## src/rtl/hl_div_pkg.sv

```systemverilog
package hl_div_pkg;
  typedef enum logic {
    PH_LOW  = 1'b0,
    PH_HIGH = 1'b1
  } phase_e;

  localparam int BYP_POS_DEF = 6;
  localparam int CNT_W_DEF   = 6;
endpackage

```

## src/rtl/hl_div_shadow.sv

```systemverilog
module hl_div_shadow #(
  parameter int CNT_W   = hl_div_pkg::CNT_W_DEF,
  parameter int BYP_POS = hl_div_pkg::BYP_POS_DEF,
  localparam int A_W    = 2 * CNT_W,
  localparam int B_W    = BYP_POS + 2
) (
  input  logic             clk,
  input  logic             rst_n,
  input  logic             load,
  input  logic [A_W-1:0]   word_a,
  input  logic [B_W-1:0]   word_b,
  input  logic             apply,
  output logic [CNT_W:0]   nxt_hi,
  output logic             nxt_edge,
  output logic             nxt_byp,
  output logic [CNT_W:0]   act_hi,
  output logic [CNT_W:0]   act_lo,
  output logic             act_edge,
  output logic             act_byp
);
  localparam int EDGE_POS = BYP_POS + 1;

  logic [CNT_W-1:0] pend_hi, pend_lo, run_hi, run_lo;
  logic             pend_edge, pend_byp, pend_v;
  logic             run_edge, run_byp;
  logic             unused_b;

  assign unused_b = ^word_b[BYP_POS-1:0];

  function automatic logic [CNT_W:0] widen(input logic [CNT_W-1:0] f);
    return (f == '0) ? {1'b1, {CNT_W{1'b0}}} : {1'b0, f};
  endfunction

  always_ff @(posedge clk or negedge rst_n) begin
    if (!rst_n) begin
      pend_hi   <= '0;
      pend_lo   <= '0;
      pend_edge <= 1'b0;
      pend_byp  <= 1'b0;
      pend_v    <= 1'b0;
    end else begin
      if (apply) pend_v <= 1'b0;
      if (load) begin
        pend_hi   <= word_a[A_W-1:CNT_W];
        pend_lo   <= word_a[CNT_W-1:0];
        pend_edge <= word_b[EDGE_POS];
        pend_byp  <= word_b[BYP_POS];
        pend_v    <= 1'b1;
      end
    end
  end

  always_ff @(posedge clk or negedge rst_n) begin
    if (!rst_n) begin
      run_hi   <= CNT_W'(1);
      run_lo   <= CNT_W'(1);
      run_edge <= 1'b0;
      run_byp  <= 1'b1;
    end else if (apply && pend_v) begin
      run_hi   <= pend_hi;
      run_lo   <= pend_lo;
      run_edge <= pend_edge;
      run_byp  <= pend_byp;
    end
  end

  assign act_hi   = widen(run_hi);
  assign act_lo   = widen(run_lo);
  assign act_edge = run_edge;
  assign act_byp  = run_byp;

  assign nxt_hi   = pend_v ? widen(pend_hi) : act_hi;
  assign nxt_edge = pend_v ? pend_edge : run_edge;
  assign nxt_byp  = pend_v ? pend_byp : run_byp;


  cfg_hold_chk: assert property (@(posedge clk) disable iff (!rst_n)
    !apply |=> $stable({act_hi, act_lo, act_edge, act_byp}));
endmodule

```

## src/rtl/hl_div_timer.sv

```systemverilog
module hl_div_timer #(
  parameter int CNT_W = hl_div_pkg::CNT_W_DEF,
  localparam int PH_W = CNT_W + 2
) (
  input  logic           clk,
  input  logic           rst_n,
  input  logic           half_tick,
  input  logic [CNT_W:0] nxt_hi,
  input  logic           nxt_edge,
  input  logic           nxt_byp,
  input  logic [CNT_W:0] act_lo,
  input  logic           act_edge,
  input  logic           act_byp,
  output logic           apply,
  output logic           clk_out,
  output logic           rise_en
);
  import hl_div_pkg::*;

  localparam logic [PH_W-1:0] MAX_LOAD = PH_W'(2 ** (CNT_W + 1));

  phase_e          phase;
  logic [PH_W-1:0] cnt, hi_len, lo_len;
  logic            done;

  assign hi_len = nxt_byp ? PH_W'(1) : ({nxt_hi, 1'b0} + PH_W'(nxt_edge));
  assign lo_len = act_byp ? PH_W'(1) : ({act_lo, 1'b0} - PH_W'(act_edge));
  assign done   = half_tick && (cnt == '0);
  assign apply  = done && (phase == PH_LOW);

  always_ff @(posedge clk or negedge rst_n) begin
    if (!rst_n) begin
      phase   <= PH_LOW;
      cnt     <= '0;
      rise_en <= 1'b0;
    end else begin
      rise_en <= 1'b0;
      if (done) begin
        if (phase == PH_LOW) begin
          phase   <= PH_HIGH;
          cnt     <= hi_len - PH_W'(1);
          rise_en <= 1'b1;
        end else begin
          phase <= PH_LOW;
          cnt   <= lo_len - PH_W'(1);
        end
      end else if (half_tick) begin
        cnt <= cnt - PH_W'(1);
      end
    end
  end

  assign clk_out = (phase == PH_HIGH);


  out_on_tick_chk: assert property (@(posedge clk) disable iff (!rst_n)
    !half_tick |=> $stable(clk_out));


  rise_mark_chk: assert property (@(posedge clk) disable iff (!rst_n)
    rise_en |-> (clk_out && !$past(clk_out)));


  cnt_range_chk: assert property (@(posedge clk) disable iff (!rst_n)
    cnt <= MAX_LOAD);
endmodule

```

## src/rtl/hl_div_readback.sv

```systemverilog
module hl_div_readback #(
  parameter int CNT_W = hl_div_pkg::CNT_W_DEF,
  localparam int R_W  = CNT_W + 2
) (
  input  logic           clk,
  input  logic           rst_n,
  input  logic [CNT_W:0] act_hi,
  input  logic [CNT_W:0] act_lo,
  input  logic           act_byp,
  output logic [R_W-1:0] ratio
);
  assign ratio = act_byp ? R_W'(1) : ({1'b0, act_hi} + {1'b0, act_lo});


  ratio_range_chk: assert property (@(posedge clk) disable iff (!rst_n)
    (ratio >= R_W'(1)) && (ratio <= R_W'(2 ** (CNT_W + 1))));
endmodule

```

## src/rtl/hl_clock_divider.sv

```systemverilog
module hl_clock_divider #(
  parameter int CNT_W   = hl_div_pkg::CNT_W_DEF,
  parameter int BYP_POS = hl_div_pkg::BYP_POS_DEF
) (
  input  logic                 clk,
  input  logic                 rst_n,
  input  logic                 half_tick,
  input  logic                 cfg_load,
  input  logic [2*CNT_W-1:0]   cfg_word_a,
  input  logic [BYP_POS+1:0]   cfg_word_b,
  output logic                 clk_out,
  output logic                 rise_en,
  output logic [CNT_W+1:0]     ratio
);
  logic [CNT_W:0] nxt_hi, act_hi, act_lo;
  logic           nxt_edge, nxt_byp, act_edge, act_byp, apply;

  hl_div_shadow #(.CNT_W(CNT_W), .BYP_POS(BYP_POS)) u_shadow (
    .clk(clk), .rst_n(rst_n), .load(cfg_load),
    .word_a(cfg_word_a), .word_b(cfg_word_b), .apply(apply),
    .nxt_hi(nxt_hi), .nxt_edge(nxt_edge), .nxt_byp(nxt_byp),
    .act_hi(act_hi), .act_lo(act_lo), .act_edge(act_edge), .act_byp(act_byp)
  );

  hl_div_timer #(.CNT_W(CNT_W)) u_timer (
    .clk(clk), .rst_n(rst_n), .half_tick(half_tick),
    .nxt_hi(nxt_hi), .nxt_edge(nxt_edge), .nxt_byp(nxt_byp),
    .act_lo(act_lo), .act_edge(act_edge), .act_byp(act_byp),
    .apply(apply), .clk_out(clk_out), .rise_en(rise_en)
  );

  hl_div_readback #(.CNT_W(CNT_W)) u_rb (
    .clk(clk), .rst_n(rst_n), .act_hi(act_hi), .act_lo(act_lo),
    .act_byp(act_byp), .ratio(ratio)
  );


  always @(posedge clk) begin
    if (!rst_n) begin
      rst_low_chk: assert (!clk_out && !rise_en);
    end
  end
endmodule

```

## config.mk

```make
export PLATFORM = sky130hd
export DESIGN_NAME = hl_clock_divider
export DESIGN_NICKNAME = d
export VERILOG_FILES = /design/src/rtl/hl_div_pkg.sv /design/src/rtl/hl_div_shadow.sv /design/src/rtl/hl_div_timer.sv /design/src/rtl/hl_div_readback.sv /design/src/rtl/hl_clock_divider.sv
export SDC_FILE = /design/constraint.sdc
export NUM_CORES = 1
export LEC_CHECK = 0
export BUFFER_PORTS_ARGS = -buffer_cell sky130_fd_sc_hd__buf_4
export CAP_MARGIN = 10
export CORE_MARGIN = 5
export CORE_UTILIZATION = 32
export CTS_BUF_LIST = sky130_fd_sc_hd__clkbuf_8
export CTS_CLUSTER_SIZE = 16
export DETAILED_ROUTE_END_ITERATION = 10
export HOLD_SLACK_MARGIN = 0.08
export MAX_ROUTING_LAYER = met4
export PLACE_DENSITY = 0.61
export SETUP_SLACK_MARGIN = 0.4
export SKIP_LAST_GASP = 1
export SLEW_MARGIN = 20
export SYNTH_ARGS = -nofsm -noshare
export SYNTH_HDL_FRONTEND = slang
export SYNTH_HIERARCHICAL = 1
export SYNTH_SLANG_ARGS = --single-unit
```

## constraint.sdc

```tcl
create_clock -name clk -period 6.24 [get_ports clk]
set_input_delay 0.312 -clock clk [delete_from_list [all_inputs] [get_ports clk]]
set_output_delay 0.312 -clock clk [all_outputs]
set_load 0.05 [all_outputs]
```

After elaboration in Yosys (flattened, before gate mapping)
Index checks and enable logic that the tools add are counted.

operators by class
  $add $sub $neg = 6
  muxes and demuxes = 16
  bitwise operators = 1
  reduce and logical (&&, ||, !) cells = 9

operators by type and width
  kind                                               number
  two-way mux 8 bit                                  6
  two-way mux 7 bit                                  4
  subtractor 8 x 1 -> 8 bit (second input constant)  3
  zero test 6 bit                                    3
  adder 7 x 7 -> 8 bit                               1
  adder 8 x 1 -> 8 bit                               1
  zero test 8 bit                                    1
  subtractor 8 x 1 -> 8 bit                          1
  two-way mux 1 bit                                  6
  nonzero test 2 bit                                 2
  logical AND 1 bit                                  3
  inverter 1 bit                                     1

word-level totals
  register bits after elaboration = 39
  output and inout port bits = 10

Depth between registers and ports, before layout
  depth in word-level cells = 8
  gate-level depth with buffers = 11
  gate-level depth less buffers = 10

Modules after synthesis
The synthesis kept the hierarchy.

by module, submodules not included
  module           times used  cells each  area each (sq um)  seq. area each (sq um)
  hl_div_shadow    1           91          1267.5             729.4
  hl_div_timer     1           103         937.1              250.2
  hl_div_readback  1           42          350.3              0.0

Worst setup path after synthesis
Ideal clock, no wire load.

  path type = reg2out
  start = register u_shadow.run_lo[1]
  end = output ratio[5]
  arrival time = 2.494 ns
  data required time = 5.928 ns
  setup slack = 3.434 ns
  cell stages (with the launch flop) = 6
  path buffers = 1
  cells stage by stage = dfrtp_1 clkbuf_1 ha_1 a211oi_2 o21ai_1 a221oi_1

on the way
  longest elaborated chain between the ends = 4

ends and longest elaborated chain
  item                      line                    source
  from (decl)               hl_div_shadow.sv:23     logic [CNT_W-1:0] pend_hi, pend_lo, run_hi, run_lo;
  from (signal assigned)    hl_div_shadow.sv:61     run_lo <= pend_lo;
  zero test 6 bit           hl_div_shadow.sv:31     return (f == '0) ? {1'b1, {CNT_W{1'b0}}} : {1'b0, f};
  two-way mux 7 bit (*)     hl_div_shadow.sv:31
  via act_lo[1]             hl_clock_divider.sv:15  logic [CNT_W:0] nxt_hi, act_hi, act_lo;
  adder 7 x 7 -> 8 bit (*)  hl_div_readback.sv:12   assign ratio = act_byp ? R_W'(1) : ({1'b0, act_hi} + {1'b0, act_lo});
  two-way mux 8 bit (*)     hl_div_readback.sv:12
  to (decl)                 hl_clock_divider.sv:13  output logic [CNT_W+1:0] ratio

Mark *: on every way through the listed nets, which the timed path passes. The rest lies on a longest branch.

Final worst setup path
  start = register u_shadow.run_lo[2]
  end = output ratio[6]

on the way
  longest elaborated chain between the ends = 4

ends and longest elaborated chain
  item                  line
  zero test 6 bit       hl_div_shadow.sv:31
  two-way mux 7 bit     hl_div_shadow.sv:31
  via act_lo[6]         hl_clock_divider.sv:15
  adder 7 x 7 -> 8 bit  hl_div_readback.sv:12
  two-way mux 8 bit     hl_div_readback.sv:12

The timed path passes the listed nets, and every way through them passes these cells.

==> out/results.ini <==
[run_status]
outcome = complete, no violations

[routing]
wl_met1_mm = 2.580
dr_wl_met3_um = 223
dr.max_layer_used = met4
via_per_inst = 5.280
routedWlPerCell_um = 15.15
wl_met2_mm = 2.486
routed_wl_mm = 5.363
drc_errors = 0
drt-initial-drc-count = 103
num_vias = 1869
drtPass1Iterations = 4
antenna_left = 0

[timing]
period_share_pct = 50.48
min_period_ns = 3.150
final.setup_skew_ns = 0.003861
tns_ns = 0
max_freq_ghz = 0.3175
fin_hold_ws_ns = 0.2306
worstMarginPinSlew_ns = 0.5834
hold_violations = 0
slew_headroom_pct = 61.01
rsz0062_at_grt = no
finalSetupViolCount = 0
drv_slew = 0

[setup_path]
worst_ep_required_time_ns = 5.93
critPathTopFamily = simple AND/OR/NAND/NOR gates
worstPathMaxFanout = 9
cp_slowest_stage_delay_ns = 0.55
worstPathCellList = or4_1 > nor3_1 > ha_1 > nor4b_1 > a211o_1 > a211o_1 > buf_4
critPathLaunchType = flip-flop
slowest_stage = or4_1
timing.setup.critical_path_class = reg2out
cp-end-kind = output pin
critical_path_arrival_ns = 2.84
cpMostUsedCell = a211o_1
path_buf_inv = 1

[grt]
antenna_found_initial = 0
grt_pass1_wl_mm = 9.211
grt_pass1_vias = 1887
grt_max_degree = 40
globalRouteOverflowTotal = 0
grt_use_total_pct = 11.91

[clock_network]
cts.clk_slew.worst_paths_ns = 0.08
cts_resized = 0
insertion_delay_ns = 0.29
cts.sinks = 39
postCtsSetupBuffers = 0
cts_root_buffer = clkbuf_8
cts_tree = yes
htreeDepth = 2
cts_buffers = 5
clk_path_buf_depth = 2

[layout]
design_area_um2 = 2899
fin_util_pct = 37.32
area_delta_synth_final_pct = 13.47
n_antenna_cell = 0
nNetsFinal = 285
drive_above_1_share_pct = 32.14

[floorplan]
die-height_um = 99.36
dieArea_um2 = 9871
initial_utilization_pct = 32.89
core_area_um2 = 7767
die_x_um = 99.36
ios = 34
rows = 32

[logic_synthesis]
yosys_warnings = 6
syn_inst = 236
syn_nets = 270
netlist.area_leader.share_pct = 35.26
synthTopCellsByArea = dfrtp_1 (35%), mux2_2 (11%), mux2_1 (6.6%)
synth-seq-cells = 39
syn_avg_cell_area_um2 = 10.83
yosysSeqAreaShare_pct = 38.34
synth_area_um2 = 2555
synth_area_leader_cell = dfrtp_1
synth_cell_types = 60

[power]
power_density_nw_per_um2 = 466.5
ir_drop_mv = 0.1604
power.leakage_nw = 1.232

[placed_design]
dp.final_hpwl_mm = 3.930
io_buffer_count = 27
place.gp.congestion = 0.8524
placed_area_um2 = 2790

[run]
maxCapViolCount = 0

[worst_hold_path]
hp-class = in2reg

[area by class of cell]
class / instances / area [um2]
Clock inverter: 2 / 16.27
Multi-Input combinational cell: 170 / 1454
Tap cell: 102 / 127.6
Timing Repair Buffer: 28 / 212.7
Clock buffer: 6 / 82.58
Fill cell: 787 / 4868
Sequential cell: 39 / 979.7
Inverter: 7 / 26.28
[sequential cells by signal (all words and copies together), names as in the netlist]
register / flops
u_shadow/run_lo: 6
u_shadow/pend_byp: 1
u_timer/cnt: 8
u_timer/rise_en: 1
u_shadow/pend_v: 1
u_shadow/pend_lo: 6
u_timer/clk_out: 1
u_shadow/pend_hi: 6
u_shadow/pend_edge: 1
u_shadow/run_hi: 6
u_shadow/act_byp: 1
u_shadow/act_edge: 1
[cells in the final DEF (no fill, tap or decap), types with 2 or more instances in the layout]
| cell type | n |
|---|---|
| dfrtp_1 | 36 |
| buf_4 | 27 |
| mux2_2 | 24 |
| nor2_1 | 19 |
| mux2_1 | 15 |
| ha_1 | 9 |
| inv_1 | 7 |
| clkbuf_8 | 6 |
| nand2_1 | 6 |
| nor3_1 | 6 |
| a21oi_1 | 6 |
| o21ai_1 | 5 |
| nor4b_1 | 4 |
| a211o_1 | 4 |
| xnor2_1 | 4 |
| or4_1 | 4 |
| a21o_1 | 3 |
| nor2b_1 | 3 |
| dfstp_2 | 3 |
| nor3b_1 | 3 |
| a32oi_1 | 3 |
| nand3_1 | 3 |
| a21oi_2 | 2 |
| nor4b_2 | 2 |
| o21a_1 | 2 |
| a221oi_1 | 2 |
| o21ai_0 | 2 |
| and3b_1 | 2 |
| a211oi_1 | 2 |
| or3_1 | 2 |
| nand2b_1 | 2 |
| o211ai_1 | 2 |
| xor2_1 | 2 |
| a22oi_1 | 2 |
[synth_stat cells (all sizes together)]
library cell,n
o31a,1
mux2i,1
buf,6
a21oi,8
nand4,1
dfrtp,36
mux2,39
nand3,4
a31oi,1
o211ai,2
o21ai,7
nor2b,3
xor2,2
nor3,8
or3,2
and4bb,1
clkbuf,14
a221oi,3
fa,1
nor4b,6
a2bb2oi,1
a211o,4
ha,9
nor4bb,1
nor3b,3
a32oi,4
or4,5
a41oi,1
a211oi,3
or2,2
a21o,3
o21a,2
inv,7
xnor2,4
nand2,6
nor2,20
a22oi,2
dfstp,3
or3b,1
nand2b,2
and4,1
o31ai,1
nor4,3
and3b,2
[through the flow]
stage	cells	power (mW)	setup WS (ns)
after floorplan	236	1.003	3.434
after global placement	345	1.157	3.466
after detailed placement	345	1.170	3.440
after CTS	354	1.361	3.091
after global routing	354	1.450	2.922
final	354	1.353	3.090
[path summary, 6_finish.rpt]
kind | start | to | slack (ns) | cells after the start
setup / recovery | u_shadow/run_lo[2] | ratio[6] | 3.09 | 7
hold / removal | cfg_word_a[8] | u_shadow/pend_hi[2] | 0.23 | 2
setup reg to reg | u_shadow/pend_v | u_timer/cnt[4] | 3.50 | 9
hold reg to reg | u_shadow/pend_lo[0] | u_shadow/run_lo[0] | 0.49 | 1
max in group asynchronous | rst_n | u_shadow/run_hi[0] | 5.34 | 2
min in group asynchronous | rst_n | u_timer/cnt[5] | 0.53 | 2
[worst reg2reg max path, stage by stage (launching register included)]
cell,delay [ns]
dfrtp_1,0.60
mux2_2,0.42
nor2_1,0.46
a21oi_1,0.14
nor2_1,0.11
nor2_1,0.05
ha_1,0.23
nor4b_2,0.19
xor2_1,0.15
mux2_2,0.27
[repair_timing]
action,in CTS,in global routing
hold buffers,1,0
endpoints found under the setup margin,0,0
hold endpoints to repair,36,0
[logic make-up (layout without fill, tap and decap cells)]
kind of cell / Yosys count / in the layout / synth area share [%]
flip-flops: 39 / 39 / 38.34
AO/OA/AOI/OAI: 43 / 43 / 13.27
buffers and inverters: 27 / 43 / 4.750
multiplexers: 40 / 40 / 17.58
XOR/XNOR: 6 / 6 / 2.057
adder cells (fa/ha/maj): 10 / 10 / 5.191
AND/OR/NAND/NOR: 71 / 71 / 18.81
[power by group]
group          total, mW  leakage [nW]  internal [mW]  switching, mW
registers          0.424         0.477          0.319          0.105
clock network      0.185        0.0474         0.0903         0.0943
logic              0.744         0.708          0.308          0.436
total               1.35          1.23          0.717          0.635
[per-layer routing]
layer  vias to the layer above  global-route usage [%]
li1                        903                       -
met1                       925                   15.83
met2                        37                   18.13
met3                         4                   2.174
met4                         0                   4.412
met5                         -                       -
Power figures use the tool's default switching activity.
